<file path="src/rtl/spi_master_pkg.sv">
package spi_master_pkg;
  localparam int unsigned MAX_W = 32;
  localparam int unsigned DIV_W = 8;
  localparam int unsigned LEN_W = $clog2(MAX_W);
  localparam int unsigned NB_W  = LEN_W + 1;
  localparam int unsigned K_W   = NB_W + 1;   // half-period index up to 2*MAX_W+2

  typedef struct packed {
    logic             cpol;
    logic             cpha;
    logic [NB_W-1:0]  nbits;
    logic [DIV_W-1:0] div;
  } frame_cfg_t;

  function automatic logic [NB_W-1:0] len_to_bits(input logic [LEN_W-1:0] len);
    if (len < LEN_W'(3)) return NB_W'(4);
    return NB_W'(len) + NB_W'(1);
  endfunction
endpackage

</file>
<file path="src/rtl/spi_half_div.sv">
module spi_half_div
  import spi_master_pkg::*;
(
  input  logic             clk_i,
  input  logic             rst_ni,
  input  logic             run_i,
  input  logic [DIV_W-1:0] div_i,
  output logic             tick_o
);
  logic [DIV_W-1:0] cnt_q;

  assign tick_o = run_i && (cnt_q == div_i);

  always_ff @(posedge clk_i or negedge rst_ni) begin
    if (!rst_ni)               cnt_q <= '0;
    else if (!run_i || tick_o) cnt_q <= '0;
    else                       cnt_q <= cnt_q + 1'b1;
  end


  half_cnt_range_chk: assert property (@(posedge clk_i) disable iff (!rst_ni)
    run_i |-> cnt_q <= div_i);
endmodule

</file>
<file path="src/rtl/spi_frame_seq.sv">
module spi_frame_seq
  import spi_master_pkg::*;
(
  input  logic       clk_i,
  input  logic       rst_ni,
  input  logic       en_i,
  input  logic       start_i,
  input  logic       cpol_live_i,
  input  logic       tick_i,
  input  frame_cfg_t cfg_i,
  output logic       busy_o,
  output logic       frm_no,
  output logic       sclk_o,
  output logic       sample_o,
  output logic       shift_o,
  output logic       done_o
);
  logic [K_W-1:0] k_q, k_nx, n2, end_k;
  logic           busy_q, frm_q, sclk_q, act, edge_w;

  assign n2     = {1'b0, cfg_i.nbits} << 1;
  assign end_k  = n2 + K_W'(1) + K_W'(cfg_i.cpha);
  assign k_nx   = k_q + 1'b1;
  assign act    = tick_i && en_i;
  assign edge_w = act && (k_nx <= n2);
  // sampling edges: odd half-periods in phase 0, even in phase 1
  assign sample_o = edge_w && (k_nx[0] != cfg_i.cpha);
  // no shift on the very first drive edge (phase 1) or after the last bit (phase 0)
  assign shift_o  = edge_w && !sample_o &&
                    (cfg_i.cpha ? (k_nx != K_W'(1)) : (k_nx != n2));
  assign done_o   = act && (k_nx == end_k);

  always_ff @(posedge clk_i or negedge rst_ni) begin
    if (!rst_ni) begin
      busy_q <= 1'b0;
      frm_q  <= 1'b1;
      sclk_q <= 1'b0;
      k_q    <= '0;
    end else if (!en_i) begin
      busy_q <= 1'b0;
      frm_q  <= 1'b1;
      sclk_q <= cpol_live_i;
      k_q    <= '0;
    end else if (!busy_q) begin
      sclk_q <= cpol_live_i;
      k_q    <= '0;
      if (start_i) begin
        busy_q <= 1'b1;
        frm_q  <= 1'b0;
      end
    end else if (act) begin
      k_q <= k_nx;
      if (edge_w) sclk_q <= ~sclk_q;
      if (done_o) begin
        busy_q <= 1'b0;
        frm_q  <= 1'b1;
      end
    end
  end

  assign busy_o = busy_q;
  assign frm_no = frm_q;
  assign sclk_o = sclk_q;


  strobe_idle_chk: assert property (@(posedge clk_i) disable iff (!rst_ni)
    !busy_q |-> frm_q);

  sclk_hold_chk: assert property (@(posedge clk_i) disable iff (!rst_ni)
    busy_q && en_i && !tick_i |=> $stable(sclk_q));

  tick_bound_chk: assert property (@(posedge clk_i) disable iff (!rst_ni)
    busy_q |-> k_q < end_k);

  abort_chk: assert property (@(posedge clk_i) disable iff (!rst_ni)
    !en_i |=> !busy_q && frm_q);
endmodule

</file>
<file path="src/rtl/spi_shift_unit.sv">
module spi_shift_unit
  import spi_master_pkg::*;
(
  input  logic             clk_i,
  input  logic             rst_ni,
  input  logic             load_i,
  input  logic [MAX_W-1:0] tx_data_i,
  input  logic [NB_W-1:0]  nbits_i,
  input  logic             shift_i,
  input  logic             sample_i,
  input  logic             miso_i,
  output logic             tx_bit_o,
  output logic [MAX_W-1:0] rx_word_o
);
  logic [MAX_W-1:0] tx_q, rx_q;

  always_ff @(posedge clk_i or negedge rst_ni) begin
    if (!rst_ni) begin
      tx_q <= '0;
      rx_q <= '0;
    end else if (load_i) begin
      tx_q <= tx_data_i << (NB_W'(MAX_W) - nbits_i);  // left-align word
      rx_q <= '0;
    end else begin
      if (shift_i)  tx_q <= tx_q << 1;
      if (sample_i) rx_q <= {rx_q[MAX_W-2:0], miso_i};
    end
  end

  assign tx_bit_o  = tx_q[MAX_W-1];
  assign rx_word_o = rx_q;


  edge_role_chk: assert property (@(posedge clk_i) disable iff (!rst_ni)
    !(shift_i && sample_i));

  tx_hold_chk: assert property (@(posedge clk_i) disable iff (!rst_ni)
    !load_i && !shift_i |=> $stable(tx_q));
endmodule

</file>
<file path="src/rtl/spi_frame_master.sv">
module spi_frame_master
  import spi_master_pkg::*;
(
  input  logic             clk_i,
  input  logic             rst_ni,
  input  logic             en_i,
  input  logic             cpol_i,
  input  logic             cpha_i,
  input  logic [LEN_W-1:0] len_i,
  input  logic [DIV_W-1:0] div_i,
  input  logic             tx_valid_i,
  output logic             tx_ready_o,
  input  logic [MAX_W-1:0] tx_data_i,
  output logic             rx_valid_o,
  output logic [MAX_W-1:0] rx_data_o,
  output logic             busy_o,
  output logic             sclk_o,
  output logic             frm_no,
  output logic             mosi_o,
  input  logic             miso_i
);
  frame_cfg_t       cfg_live, cfg_q;
  logic             start, tick, sample, shift, done, tx_bit, busy;
  logic [MAX_W-1:0] rx_word;
  logic             rx_valid_q;
  logic [MAX_W-1:0] rx_data_q;

  assign cfg_live   = '{cpol: cpol_i, cpha: cpha_i, nbits: len_to_bits(len_i), div: div_i};
  assign tx_ready_o = en_i && !busy;
  assign start      = tx_valid_i && tx_ready_o;

  always_ff @(posedge clk_i or negedge rst_ni) begin
    if (!rst_ni)    cfg_q <= '0;
    else if (start) cfg_q <= cfg_live;
  end

  spi_half_div i_div (
    .clk_i (clk_i),
    .rst_ni(rst_ni),
    .run_i (busy),
    .div_i (cfg_q.div),
    .tick_o(tick)
  );

  spi_frame_seq i_seq (
    .clk_i      (clk_i),
    .rst_ni     (rst_ni),
    .en_i       (en_i),
    .start_i    (start),
    .cpol_live_i(cpol_i),
    .tick_i     (tick),
    .cfg_i      (cfg_q),
    .busy_o     (busy),
    .frm_no     (frm_no),
    .sclk_o     (sclk_o),
    .sample_o   (sample),
    .shift_o    (shift),
    .done_o     (done)
  );

  spi_shift_unit i_shift (
    .clk_i    (clk_i),
    .rst_ni   (rst_ni),
    .load_i   (start),
    .tx_data_i(tx_data_i),
    .nbits_i  (cfg_live.nbits),
    .shift_i  (shift),
    .sample_i (sample),
    .miso_i   (miso_i),
    .tx_bit_o (tx_bit),
    .rx_word_o(rx_word)
  );

  always_ff @(posedge clk_i or negedge rst_ni) begin
    if (!rst_ni) begin
      rx_valid_q <= 1'b0;
      rx_data_q  <= '0;
    end else begin
      rx_valid_q <= done;
      if (done) rx_data_q <= rx_word;
    end
  end

  assign rx_valid_o = rx_valid_q;
  assign rx_data_o  = rx_data_q;
  assign busy_o     = busy;
  assign mosi_o     = en_i && tx_bit;


  rx_pulse_chk: assert property (@(posedge clk_i) disable iff (!rst_ni)
    rx_valid_o |-> $rose(frm_no));

  rx_single_chk: assert property (@(posedge clk_i) disable iff (!rst_ni)
    rx_valid_o |=> !rx_valid_o);

  accept_chk: assert property (@(posedge clk_i) disable iff (!rst_ni)
    tx_valid_i && tx_ready_o |=> busy_o && !frm_no);
endmodule

</file>
<file path="config.mk">
export PLATFORM = sky130hd
export DESIGN_NAME = spi_frame_master
export DESIGN_NICKNAME = d
export VERILOG_FILES = /design/src/rtl/spi_master_pkg.sv /design/src/rtl/spi_half_div.sv /design/src/rtl/spi_frame_seq.sv /design/src/rtl/spi_shift_unit.sv /design/src/rtl/spi_frame_master.sv
export SDC_FILE = /design/constraint.sdc
export NUM_CORES = 1
export LEC_CHECK = 0
export ABC_CLOCK_PERIOD_IN_PS = 4200
export BUFFER_PORTS_ARGS = -buffer_cell sky130_fd_sc_hd__buf_2
export CAP_MARGIN = 20
export CORE_MARGIN = 1.5
export CORE_UTILIZATION = 60
export CTS_CLUSTER_DIAMETER = 150
export DETAILED_ROUTE_END_ITERATION = 6
export PLACE_DENSITY = 0.86
export RECOVER_POWER = 100
export SLEW_MARGIN = 20
export SYNTH_ARGS = -nofsm -noshare
export SYNTH_HDL_FRONTEND = slang
export SYNTH_HIERARCHICAL = 1
export SYNTH_SLANG_ARGS = --single-unit
</file>
<file path="constraint.sdc">
create_clock -name clk_i -period 4.2 [get_ports clk_i]
set_clock_uncertainty 0.2 [all_clocks]
set_input_delay 0.84 -clock clk_i [delete_from_list [all_inputs] [get_ports clk_i]]
set_output_delay 0.84 -clock clk_i [all_outputs]
set_load 0.05 [all_outputs]
</file>
# After elaboration in Yosys (flattened, before gate mapping)
# Cells that the tools add are included.
op_classes:
  reduce_logical: 17
  n_addsub: 6
  eq_ne: 9
  bitwise_logic: 1
  n_mux: 26
  div_mod_pow: 0
  mul: 0
  magnitude_cmp: 2
  shifts: 1
ops:
  columns: ["op", "count"]
  rows:
  - ["32-bit two-way mux", 4]
  - ["32-bit by 6-bit left shift with 32-bit output", 1]
  - ["7-bit two-way mux", 3]
  - ["1-bit two-way mux", 16]
  - ["7-bit by 1-bit adder with 7-bit output (second input constant)", 2]
  - ["6-bit two-way mux", 2]
  - ["1-bit logical AND", 10]
  - ["3-bit inequality test (second input constant)", 3]
  - ["8-bit by 1-bit adder with 8-bit output (second input constant)", 1]
  - ["8-bit equality test", 1]
  - ["8-bit two-way mux", 1]
  - ["7-bit by 1-bit adder with 7-bit output", 1]
  - ["7-bit equality test", 1]
  - ["7-bit less-or-equal comparator", 1]
  - ["7-bit by 1-bit inequality test with 1-bit output (second input constant)", 1]
  - ["7-bit inequality test", 1]
  - ["5-bit by 1-bit adder with 6-bit output (second input constant)", 1]
  - ["6-bit subtractor (first input constant)", 1]
  - ["5-bit by 2-bit less-than comparator with 1-bit output (second input constant)", 1]
  - ["2-bit nonzero test", 2]
  - ["3-bit by 1-bit inequality test with 1-bit output (second input constant)", 1]
  - ["3-bit AND reduction", 1]
  - ["1-bit logical NOT", 2]
  - ["2-bit AND reduction", 1]
  - ["3 further kinds", 3]
totals:
  ff_bits: 130
  memories: 0
  output_inout_bits: 38
  latch_bits: 0
  rom_bits: 0
  wordCells: 74
  ramBits: 0

# Depth between registers and ports, before layout
# Gate-level depths: netlist (run 1).
depth:
  ltp_word: 10
  mapped_depth: 17
  ltp_nobuf: 16

# Modules after synthesis
# Netlist (run 1), hierarchy kept.
modules_own_cells:
  columns: ["mod", "area_per_inst_um2", "seq_area_each_um2", "cells_per_inst", "instances"]
  rows:
  - ["spi_shift_unit", 4854.7, 1601.5, 463, 1]
  - ["spi_frame_master", 1978.1, 1226.2, 122, 1]
  - ["spi_frame_seq", 965.9, 251.5, 111, 1]
  - ["spi_half_div", 500.5, 200.2, 46, 1]

# Worst setup path before layout (run 1)
# Ideal clock, no wire load.
synth_path:
  path_type: "input -> register"
  start: "input port len_i[3]"
  end: "register i_shift.tx_q[26]"
  n_path_buf: 5
  setup_ps: 127
  arrival_time_ps: 3464
  cell_stages: 13
  path_slack_ps: 408
  cell_sequence: "nor3_2 -> nor2_1 -> buf_6 -> buf_6 -> inv_1 -> buf_2 -> ha_1 -> buf_4 -> xor2_2 -> buf_4 -> mux4_2 -> a221oi_1 -> nor2_1"
synth_lines:
  columns: ["element", "line_no", "source"]
  rows:
  - ["start, declared", "spi_frame_master.sv:9", "input logic [LEN_W-1:0] len_i,"]
  - ["end signal, assigned", "spi_shift_unit.sv:22", "tx_q <= tx_data_i << (NB_W'(MAX_W) - nbits_i);"]
  - ["end signal, assigned", "spi_shift_unit.sv:25", "if (shift_i) tx_q <= tx_q << 1;"]
  - ["end, declared", "spi_shift_unit.sv:15", "logic [MAX_W-1:0] tx_q, rx_q;"]

# Final worst setup path (run 1)
layout_path:
  start: "register i_seq.k_q[0]"
  end: "register i_shift.tx_q[24]"
layout_between:
  elab_chain_cells: 8
  word_cells_on_any_way: 12
layout_rtl:
  columns: ["element", "line_no", "source"]
  rows:
  - ["start, declared", "spi_frame_seq.sv:18", "logic [K_W-1:0] k_q, k_nx, n2, end_k;"]
  - ["start signal, assigned", "spi_frame_seq.sv:52", "k_q <= k_nx;"]
  - ["7-bit by 1-bit adder with 7-bit output *", "spi_frame_seq.sv:23", "assign k_nx = k_q + 1'b1;"]
  - ["7-bit less-or-equal comparator", "spi_frame_seq.sv:25", "assign edge_w = act && (k_nx <= n2);"]
  - ["1-bit logical AND", "spi_frame_seq.sv:25", null]
  - ["1-bit logical AND", "spi_frame_seq.sv:27", "assign sample_o = edge_w && (k_nx[0] != cfg_i.cpha);"]
  - ["1-bit logical NOT", "spi_frame_seq.sv:29", "assign shift_o = edge_w && !sample_o &&"]
  - ["1-bit logical AND", "spi_frame_seq.sv:29", null]
  - ["1-bit logical AND *", "spi_frame_seq.sv:29", null]
  - ["via shift", "spi_frame_master.sv:23", "logic start, tick, sample, shift, done, tx_bit, busy;"]
  - ["2-bit nonzero test (no line) *", null, null]
# Mark *: on every way through the listed nets, which the timed path passes. The rest lies on a longest branch.
# A chain may end at the register's enable or synchronous reset.

==> reports/qor.txt, run 1 <==
CP arrival: 4110 ps
Buffer type at the clock tree root: sky130_fd_sc_hd__clkbuf_16
Reg2reg setup slack: 190 ps
Critical Path RT: 4300 ps
Placement Rows: 42
Clock latency of the later-clocked register in the worst-skew pair: 420 ps
Slew Limit Headroom: -11.9%
Vias in the first global route: 6492
GRT Overall Usage: 28.4%
Starting DRT DRC Count: 485
Die Y-Extent: 120 um
Remaining global-route overflow: 0
Hold Path Class: flip-flop to flip-flop
Share of post-route cells with drive strength above 1: 27.9%
Pin slew with the least headroom to its limit: 1680 ps
Ratio of total power to cell area: 394 nW/um2
Number of vias in the routed layout: 6566
Total area of sequential cells: 3260 um2
Global placement routability congestion: 0.994
PortBufs: 89
Wire length per cell after detailed routing: 19.8 um
DIE AREA: 14500 um2
DP Wirelength: 14100 um
Number of maximum-capacitance violations: 2
Synth Cell Area: 8260 um2
Element type at the critical path end: flip-flop
Clock tree from TritonCTS: yes
Synthesized area per cell: 11.2 um2
Number of cells on the worst reg-to-reg path: 16
Filler cell count in the final layout: 981
Number of endpoints with negative hold slack in the final report: 0
TritonCTS buffer count: 17
Post-layout instance area: 9350 um2
Global-route wire length before repair: 32600 um
Number of slew-limit violations in the final report: 133
Critical Setup Path Class: flip-flop to flip-flop
Min Clock Period, post-route: 4010 ps
Ratio of final minimum period to clock period: 95.5%
Worst setup path start: i_seq/k_q[0]$_DFFE_PN0P_
Sum of routed wire length over all layers: 20100 um
Initial antenna violation count: 0
Synth Net Count: 804
Result of the run: complete, but fails checks
Maximum vdd drop: 337 uV
Number of remaining DRC errors: 0
ANT nets after route: 0
R2R Path End: i_shift/tx_q[24]$_DFFE_PN0P_
Largest fanout of any net on the critical path: 8
Critical Path Source Type: flip-flop
Warning count from the yosys run: 6
Setup crit end: i_shift/tx_q[24]$_DFFE_PN0P_
Starting density of the core: 61.9%
I/O pin cnt: 90
Net count, final: 894
Accumulated negative setup slack: 0 ps
Number of vias per cell after detailed routing: 6.44
Instance count of the mapped netlist: 740
Antenna Cells: 0
Area growth from synthesis to final layout: 13.2%
Clock-pin transition on the worst setup and hold timing paths: 50 ps
Number of setup buffers added after CTS: 0
Peak Freq: 249 MHz
H-Tree Level Count: 4
Area taken by multi-input logic gates: 4580 um2
Maximum root-to-sink buffer count: 2
Final setup violation count: 0
R2r startpoint: i_seq/k_q[0]$_DFFE_PN0P_
Static leakage: 0.00404 uW
Number of detailed-route iterations in the first pass: 6
Worst hold stages: 2
Standard cell core area: 13300 um2
Setup repair after global routing missed its margin: no
Violations in the final reports: max-capacitance violations, max-slew violations
Hold-fix buffers at CTS: 0
Clock Sinks: 130
Maximum number of pins on one net before global-route repair: 69
Post-placement cell area: 8900 um2
Horizontal extent of the die: 120 um
-- critical path, stage by stage (launching register included) --
cell                       delay (ps)
sky130_fd_sc_hd__dfrtp_2          470
sky130_fd_sc_hd__ha_1             280
sky130_fd_sc_hd__nand3_2          120
sky130_fd_sc_hd__nor2_1           180
sky130_fd_sc_hd__xnor2_2          170
sky130_fd_sc_hd__inv_1             90
sky130_fd_sc_hd__ha_1             310
sky130_fd_sc_hd__nand3_1           80
sky130_fd_sc_hd__or2_2            320
sky130_fd_sc_hd__o31ai_2          100
sky130_fd_sc_hd__nand3_1          210
sky130_fd_sc_hd__a311oi_2         320
sky130_fd_sc_hd__inv_1            210
sky130_fd_sc_hd__buf_4            200
sky130_fd_sc_hd__o21ai_0          310
sky130_fd_sc_hd__o2111a_1         260
sky130_fd_sc_hd__nor3_1            60
-- how the worst min path moves through the flow --
stage	slack (ps)	end	from
finish	290	i_shift/tx_q[7]$_DFFE_PN0P_	i_shift/tx_q[7]$_DFFE_PN0P_
global route	310	rx_data_o[29]$_DFFE_PN0P_	rx_data_o[29]$_DFFE_PN0P_
CTS	290	i_shift/tx_q[7]$_DFFE_PN0P_	i_shift/tx_q[7]$_DFFE_PN0P_
detailed placement	280	i_shift/tx_q[6]$_DFFE_PN0P_	i_shift/tx_q[6]$_DFFE_PN0P_
global placement	270	i_shift/tx_q[7]$_DFFE_PN0P_	i_shift/tx_q[7]$_DFFE_PN0P_
floorplan	240	i_shift/tx_q[7]$_DFFE_PN0P_	i_shift/tx_q[7]$_DFFE_PN0P_
-- layout by cell type (no fill, tap or decap), drive strengths merged, types with 29 or more instances in the layout --
cell / instances
mux2i: 62
nor2: 64
inv: 29
buf: 77
nand2: 43
mux2: 69
clkbuf: 65
mux4: 31
o21ai: 37
dfrtp: 129
-- through the flow --
stage / utilization [%] / cells / hold slack [ps] / power (uW) / setup slack [ps]
after floorplan: - / 740 / 244 / 2030 / 408
after global placement: 66.7 / 987 / 267 / 2250 / 184
after detailed placement: 66.7 / 987 / 280 / 2290 / 28.0
after CTS: 70.9 / 1019 / 292 / 3700 / 67.6
after global routing: 70.1 / 1019 / 308 / 3820 / 18.1
final: 70.1 / 1019 / 294 / 3690 / 190
-- power by group --
group / leakage [uW] / switching, uW / total, uW / internal, uW
sequential: 0.00173 / 72.8 / 1420 / 1350
combinational: 0.00204 / 484 / 861 / 377
clock: 0.000266 / 527 / 1410 / 883
total: 0.00404 / 1080 / 3690 / 2610
-- cell type report --
class | instances | area share (%)
clock buffers | 22 | 4.86
well taps | 176 | 2.35
clock inverters | 10 | 1.18
inverters | 30 | 1.20
flip-flops and latches | 130 | 34.8
multi-input cells | 531 | 48.9
repair buffers | 120 | 6.65
-- sequential cells by signal, summed over array words and instances (netlist names) --
signal / flops
cfg_q: 15
i_div/cnt_q: 8
i_seq/busy_o: 1
i_seq/frm_no: 1
i_seq/k_q: 7
i_seq/sclk_o: 1
i_shift/rx_word_o: 32
i_shift/tx_q: 32
rx_data_o: 32
rx_valid_o: 1
-- routing by layer --
| metal | track usage [%] | wire length, um | share of wire, % | up-vias |
|---|---|---|---|---|
| met5 | 0 | 0 | 0 | - |
| met4 | 12.4 | 707 | 3.5 | 0 |
| met3 | 6.04 | 1480 | 7.4 | 64 |
| met2 | 46.1 | 9700 | 48 | 312 |
| met1 | 37.1 | 8240 | 41 | 3265 |
| li1 | - | - | - | 2925 |
-- repair_timing --
action                                 in CTS  in global routing
endpoints found under the hold margin       0                  0
gates resized for setup                     1                  3
setup endpoints to repair                   1                  5
No activity file was read; power rests on OpenSTA's default activity.
==> run 2: changes to the inputs <==
ABC_AREA = 1   (was default)
PLACE_DENSITY = default   (was 0.86)
PLACE_DENSITY_LB_ADDON = 0.08   (was default)
==> reports/qor.txt, run 2 <==
Result of the run: complete, but fails checks
Violations in the final reports: max-capacitance violations, max-slew violations
ANT nets after route: 0 (unchanged)
Placed insts: 1283 (+30%)
DP Wirelength: 12900 um (-8.6%)
Maximum vdd drop: 320 uV (-5.1%)
Number of remaining DRC errors: 0 (unchanged)
Relative contribution of sequential cells to total power: 38.7% (+0.2 points)
Filler cell count in the final layout: 1223 (+25%)
Final setup violation count: 0 (unchanged)
Starting density of the core: 61.3% (-0.61 points)
R2R Path End: i_shift/tx_q[26]$_DFFE_PN0P_
Number of vias in the routed layout: 7156 (+9.0%)
Initial antenna violation count: 0 (unchanged)
Maximum number of pins on one net before global-route repair: 52 (-25%)
Number of detailed-route iterations in the first pass: 5 (-1)
Placement Rows: 42 (unchanged)
DIE AREA: 14200 um2 (-1.7%)
GRT Overall Usage: 27.9% (-0.56 points)
PortBufs: 89 (unchanged)
Antenna Cells: 0 (unchanged)
Peak Freq: 267 MHz (+7.0%)
Ratio of final minimum period to clock period: 89.2% (-6.3 points)
Number of slew-limit violations in the final report: 49 (-63%)
Instance count of the mapped netlist: 1055 (+43%)
Sum of routed wire length over all layers: 18600 um (-7.5%)
R2r startpoint: i_seq/k_q[0]$_DFFE_PN0P_
I/O pin cnt: 90 (unchanged)
Slowest cell on the critical path: sky130_fd_sc_hd__clkinvlp_4
Clock latency of the later-clocked register in the worst-skew pair: 410 ps (about the same)
Critical Path Source Type: flip-flop
Standard cell core area: 13200 um2 (-0.79%)
Post-placement cell area: 8580 um2 (-3.6%)
Post-layout instance area: 8950 um2 (-4.2%)
Net count, final: 1190 (+33%)
Most common cell after layout, fill and taps aside: sky130_fd_sc_hd__nand2_1
Accumulated negative setup slack: 0 ps (unchanged)
Synthesized area per cell: 7.69 um2 (-31%)
Hold Path Class: flip-flop to flip-flop
Clock-pin transition on the worst setup and hold timing paths: 60 ps (about the same)
Worst hold stages: 2 (unchanged)
Die Y-Extent: 119 um (-0.87%)
Number of cells in the finished layout apart from fillers: 1315 (+29%)
Met3 capacity usage during global routing: 4.93% (-1.1 points)
Reg2reg setup slack: 450 ps (+260 ps)
Clock tree from TritonCTS: yes
Endpoint, Worst Hold: i_seq/frm_no$_DFFE_PN1P_
Critical Path RT: 4300 ps (about the same)
H-Tree Level Count: 4 (unchanged)
Global-route wire length before repair: 32200 um (-1.2%)
Worst path most repeated cell: sky130_fd_sc_hd__nand2_1
Worst Min Path Start: i_seq/frm_no$_DFFE_PN1P_
Critical path, cell by cell: ha_1, nand3_1, nand2_1, nand2_1, inv_1, ha_1, nand2_1, nor2_1, o21ai_0, o211ai_1, nand2_1, nand2_1, nor3_1, nor2_1, clkinvlp_4, or2_2, nand2_1, inv_1
Most frequent cells in the layout: sky130_fd_sc_hd__nand2_1 (301), sky130_fd_sc_hd__nand3_1 (191), sky130_fd_sc_hd__dfrtp_1 (129)
Horizontal extent of the die: 119 um (-0.87%)
Largest fanout of any net on the critical path: 28 (+20)
Synth Net Count: 1119 (+39%)
Clock power share: 39.2% (+1.0 points)
Share of post-route cells with drive strength above 1: 13.3% (-15 points)
CP arrival: 3850 ps (-260 ps)
Synth Cell Area: 8110 um2 (-1.8%)
Static leakage: 0.00445 uW (+10%)
Switching Power: 1160 uW (+6.8%)
Clock Sinks: 130 (unchanged)
Number of maximum-capacitance violations: 1 (-1)
Remaining global-route overflow: 0 (unchanged)
Met2 Use GR: 44.8% (-1.3 points)
Global placement routability congestion: 0.937 (-5.7%)
Setup repair after global routing missed its margin: no
Number of endpoints with negative hold slack in the final report: 0 (unchanged)
Number of cells on the worst reg-to-reg path: 18 (+2)
Hold-fix buffers at CTS: 0 (unchanged)
Internal power: 2500 uW (-4.1%)
TritonCTS buffer count: 17 (unchanged)
Core Util, Final: 67.6% (-2.4 points)
Maximum root-to-sink buffer count: 2 (unchanged)
Ratio of total power to cell area: 408 nW/um2 (+3.5%)
Routing layer with the top usage in global route: met2
Wire length per cell after detailed routing: 14.2 um (-28%)
Buffer type at the clock tree root: sky130_fd_sc_hd__clkbuf_16
Fraction of met1 tracks used by global routing: 38.8% (+1.7 points)
Vias in the first global route: 6841 (+5.4%)
Largest stage delay on the critical path: 490 ps (+20 ps)
Number of vias per cell after detailed routing: 5.44 (-16%)
Portion of total power attributed to combinational logic: 22.1% (-1.2 points)
Min Clock Period, post-route: 3750 ps (-264 ps)
Slew Limit Headroom: -79.2% (-67 points)
Worst setup path start: i_seq/k_q[0]$_DFFE_PN0P_
Area growth from synthesis to final layout: 10.4%
Starting DRT DRC Count: 592 (+22%)
Element type at the critical path end: flip-flop
Warning count from the yosys run: 6 (unchanged)
Pin slew with the least headroom to its limit: 2690 ps (+1010 ps)
Number of setup buffers added after CTS: 0 (unchanged)
Critical Setup Path Class: flip-flop to flip-flop
Switching Fraction: 31.7% (+2.3 points)
-- run 2: per-layer routing --
metal / share of wire [%] / vias up
li1: - / 3621
met1: 48 / 3326
met2: 46 / 184
met3: 4.0 / 25
met4: 1.7 / 0
met5: 0 / -
-- run 2: final cells by class --
type / count / area, um2 / share of cell area [%]
timing repair buffer: 102 / 493 / 5.51
clock inverter: 12 / 133 / 1.48
multi-input combinational: 770 / 4010 / 44.7
clock buffer: 20 / 447 / 4.99
sequential: 130 / 3250 / 36.3
tap: 176 / 220 / 2.46
inverter: 105 / 403 / 4.50
-- run 2: power groups by stage --
stage,clock (uW),sequential [uW],combinational (uW)
finish,1430,1410,807
global placement,0,1430,795
detailed placement,0,1430,802
floorplan,0,1440,594
CTS,1450,1410,809
global route,1510,1430,921
-- run 2: critical path: cells and delay by family (launching register included) --
family | cells | cell delay, ps
flip-flops | 1 | 480
AND/OR/NAND/NOR | 11 | 1550
buffers and inverters | 3 | 610
AO/OA/AOI/OAI | 2 | 190
adder cells (fa/ha/maj) | 2 | 620
-- run 2: repair_timing --
action	in CTS	in global routing
hold endpoints to repair	0	0
resized for setup	0	1
setup endpoints to repair	0	9
-- run 2: stage by stage --
stage	worst slack (ps)	hold slack, ps	power [uW]
after floorplan	1090	247	2040
after global placement	653	251	2230
after global routing	27.8	285	3860
after detailed placement	456	253	2230
after CTS	430	262	3670
final	454	264	3660
-- run 2: how the worst max path moves through the flow --
stage | to | slack (ps) | cells after the start
3_3_place_gp | i_shift/tx_q[21]$_DFFE_PN0P_ | 650 | 16
4_1_cts | i_shift/tx_q[21]$_DFFE_PN0P_ | 430 | 17
2_1_floorplan | i_shift/tx_q[28]$_DFFE_PN0P_ | 1090 | 17
6_report | i_shift/tx_q[26]$_DFFE_PN0P_ | 450 | 18
5_1_grt | i_shift/tx_q[26]$_DFFE_PN0P_ | 30 | 17
3_5_place_dp | i_shift/tx_q[21]$_DFFE_PN0P_ | 460 | 17
==> run 3: changes to the inputs <==
PLACE_DENSITY = 0.86   (was default)
PLACE_DENSITY_LB_ADDON = default   (was 0.08)
==> reports/qor.txt, run 3 (synthesized netlist as in run 2, its figures left out) <==
Wire length per cell after detailed routing: 16.4 um (+16%)
Overall Power: 3880 uW (+6.1%)
Hold Path Class: flip-flop to flip-flop
R2R Path End: i_shift/tx_q[31]$_DFFE_PN0P_
Met2 Use GR: 51.6% (+6.8 points)
Static leakage: 0.00448 uW (+0.72%)
Peak Freq: 253 MHz (-5.3%)
PortBufs: 89 (unchanged)
Critical Setup Path Class: flip-flop to flip-flop
Share of post-route cells with drive strength above 1: 13.3% (unchanged)
Number of slew-limit violations in the final report: 63 (+29%)
Result of the run: complete, but fails checks
Standard cell core area: 13200 um2 (unchanged)
Number of remaining DRC errors: 0 (unchanged)
Number of vias per cell after detailed routing: 5.86 (+7.7%)
H-Tree Level Count: 4 (unchanged)
Slew Limit Headroom: -2.77% (+76 points)
Clock Sinks: 130 (unchanged)
Initial antenna violation count: 0 (unchanged)
Starting density of the core: 61.3% (unchanged)
Placement Rows: 42 (unchanged)
Maximum root-to-sink buffer count: 2 (unchanged)
ANT nets after route: 0 (unchanged)
Global-route wire length before repair: 35400 um (+10%)
Core Util, Final: 68.2% (+0.54 points)
Number of cells on the worst reg-to-reg path: 16 (-2)
Min Clock Period, post-route: 3960 ps (+211 ps)
Most common cell after layout, fill and taps aside: sky130_fd_sc_hd__nand2_1
Sum of routed wire length over all layers: 21500 um (+16%)
Hold Worst Slack: 287 ps (+22.4 ps)
Element type at the critical path end: flip-flop
Maximum vdd drop: 347 uV (+8.3%)
Buffer type at the clock tree root: sky130_fd_sc_hd__clkbuf_16
Post-placement cell area: 8570 um2 (-0.12%)
TritonCTS buffer count: 17 (unchanged)
Setup repair after global routing missed its margin: no
Largest stage delay on the critical path: 500 ps (about the same)
Remaining global-route overflow: 0 (unchanged)
Critical path, cell by cell: ha_1, nand4_1, nand2_1, inv_1, ha_1, nand2_1, nor2_1, nand4_1, nand2_1, nand2_1, nor3_1, inv_1, o21ai_0, nand3_1, nand2_1, inv_1
Die Y-Extent: 119 um (unchanged)
Starting DRT DRC Count: 1102 (+86%)
Clock tree from TritonCTS: yes
Worst path most repeated cell: sky130_fd_sc_hd__nand2_1
Pin slew with the least headroom to its limit: 1540 ps (-1150 ps)
Ratio of final minimum period to clock period: 94.2% (+5.0 points)
Slowest cell on the critical path: sky130_fd_sc_hd__dfrtp_1
Routing layer with the top usage in global route: met2
I/O pin cnt: 90 (unchanged)
Maximum number of pins on one net before global-route repair: 63 (+21%)
Area growth from synthesis to final layout: 11.3%
Met3 capacity usage during global routing: 6.37% (+1.4 points)
GRT Overall Usage: 31.2% (+3.4 points)
DIE AREA: 14200 um2 (unchanged)
Number of endpoints with negative hold slack in the final report: 0 (unchanged)
Accumulated negative setup slack: 0 ps (unchanged)
Violations in the final reports: max-capacitance violations, max-slew violations
Number of maximum-capacitance violations: 1 (unchanged)
Global placement routability congestion: 0.960 (+2.5%)
CP arrival: 4070 ps (+220 ps)
Setup crit end: i_shift/tx_q[31]$_DFFE_PN0P_
DP Wirelength: 14200 um (+11%)
Critical Path RT: 4310 ps (about the same)
Reg2reg setup slack: 240 ps (-210 ps)
Antenna Cells: 0 (unchanged)
Number of detailed-route iterations in the first pass: 7 (+2)
Net count, final: 1192 (+0.17%)
Number of vias in the routed layout: 7708 (+7.7%)
R2r startpoint: i_seq/k_q[0]$_DFFE_PN0P_
Ratio of total power to cell area: 430 nW/um2 (+5.3%)
Worst setup path start: i_seq/k_q[0]$_DFFE_PN0P_
Most frequent cells in the layout: sky130_fd_sc_hd__nand2_1 (301), sky130_fd_sc_hd__nand3_1 (191), sky130_fd_sc_hd__dfrtp_1 (129)
Clock-pin transition on the worst setup and hold timing paths: 50 ps (about the same)
Largest fanout of any net on the critical path: 26 (-7.1%)
Final setup violation count: 0 (unchanged)
Fraction of met1 tracks used by global routing: 41.4% (+2.6 points)
Number of setup buffers added after CTS: 0 (unchanged)
Vias in the first global route: 7236 (+5.8%)
Clock latency of the later-clocked register in the worst-skew pair: 420 ps (about the same)
Post-layout instance area: 9030 um2 (+0.80%)
Horizontal extent of the die: 119 um (unchanged)
Critical Path Source Type: flip-flop
-- run 3: layer usage --
metal,vias to the layer above,routed length (um)
li1,3623,-
met1,3654,9020
met2,376,10500
met3,55,1510
met4,0,476
met5,-,0
-- run 3: what timing repair did --
item                       4_1_cts  5_1_grt
setup endpoints to repair        0        1
hold endpoints to repair         0        0
hold buffers                     0        0
gates resized for setup          0        1
-- run 3: final cells by class --
type	instances	area, um2
inverter	105	403
tap	176	220
clock buffer	21	470
timing repair buffer	104	483
clock inverter	9	179
sequential	130	3250
multi-input combinational	770	4020
fill	1117	4220
-- run 3: how the worst min path moves through the flow --
stage / start / end / depth (start not counted)
floorplan: i_shift/tx_q[0]$_DFFE_PN0P_ / i_shift/tx_q[0]$_DFFE_PN0P_ / 2
global placement: i_seq/frm_no$_DFFE_PN1P_ / i_seq/frm_no$_DFFE_PN1P_ / 2
detailed placement: i_seq/frm_no$_DFFE_PN1P_ / i_seq/frm_no$_DFFE_PN1P_ / 2
CTS: i_shift/rx_word_o[31]$_DFFE_PN0P_ / i_shift/rx_word_o[31]$_DFFE_PN0P_ / 2
global route: rx_data_o[19]$_DFFE_PN0P_ / rx_data_o[19]$_DFFE_PN0P_ / 1
finish: rx_data_o[22]$_DFFE_PN0P_ / rx_data_o[22]$_DFFE_PN0P_ / 1
-- run 3: stage by stage --
step	cells	setup slack, ps
5_1_grt	1315	60.7
2_1_floorplan	1055	1090
3_3_place_gp	1285	526
6_report	1315	243
4_1_cts	1315	332
3_5_place_dp	1285	480
-- run 3: worst max-delay path: cells and delay by family (launching register included) --
| family | cells | cell delay, ps |
|---|---|---|
| and+or+nand+nor | 10 | 1490 |
| adders and majority gates | 2 | 650 |
| buffers and inverters | 3 | 600 |
| DFF | 1 | 500 |
| AOI/OAI and AO/OA | 1 | 410 |
-- run 3: where the power goes --
part,total [uW],internal [uW],switching [uW],leakage (uW)
sequential,1420,1350,75.1,0.00172
combinational,836,261,575,0.00245
clock,1620,1090,527,0.000311
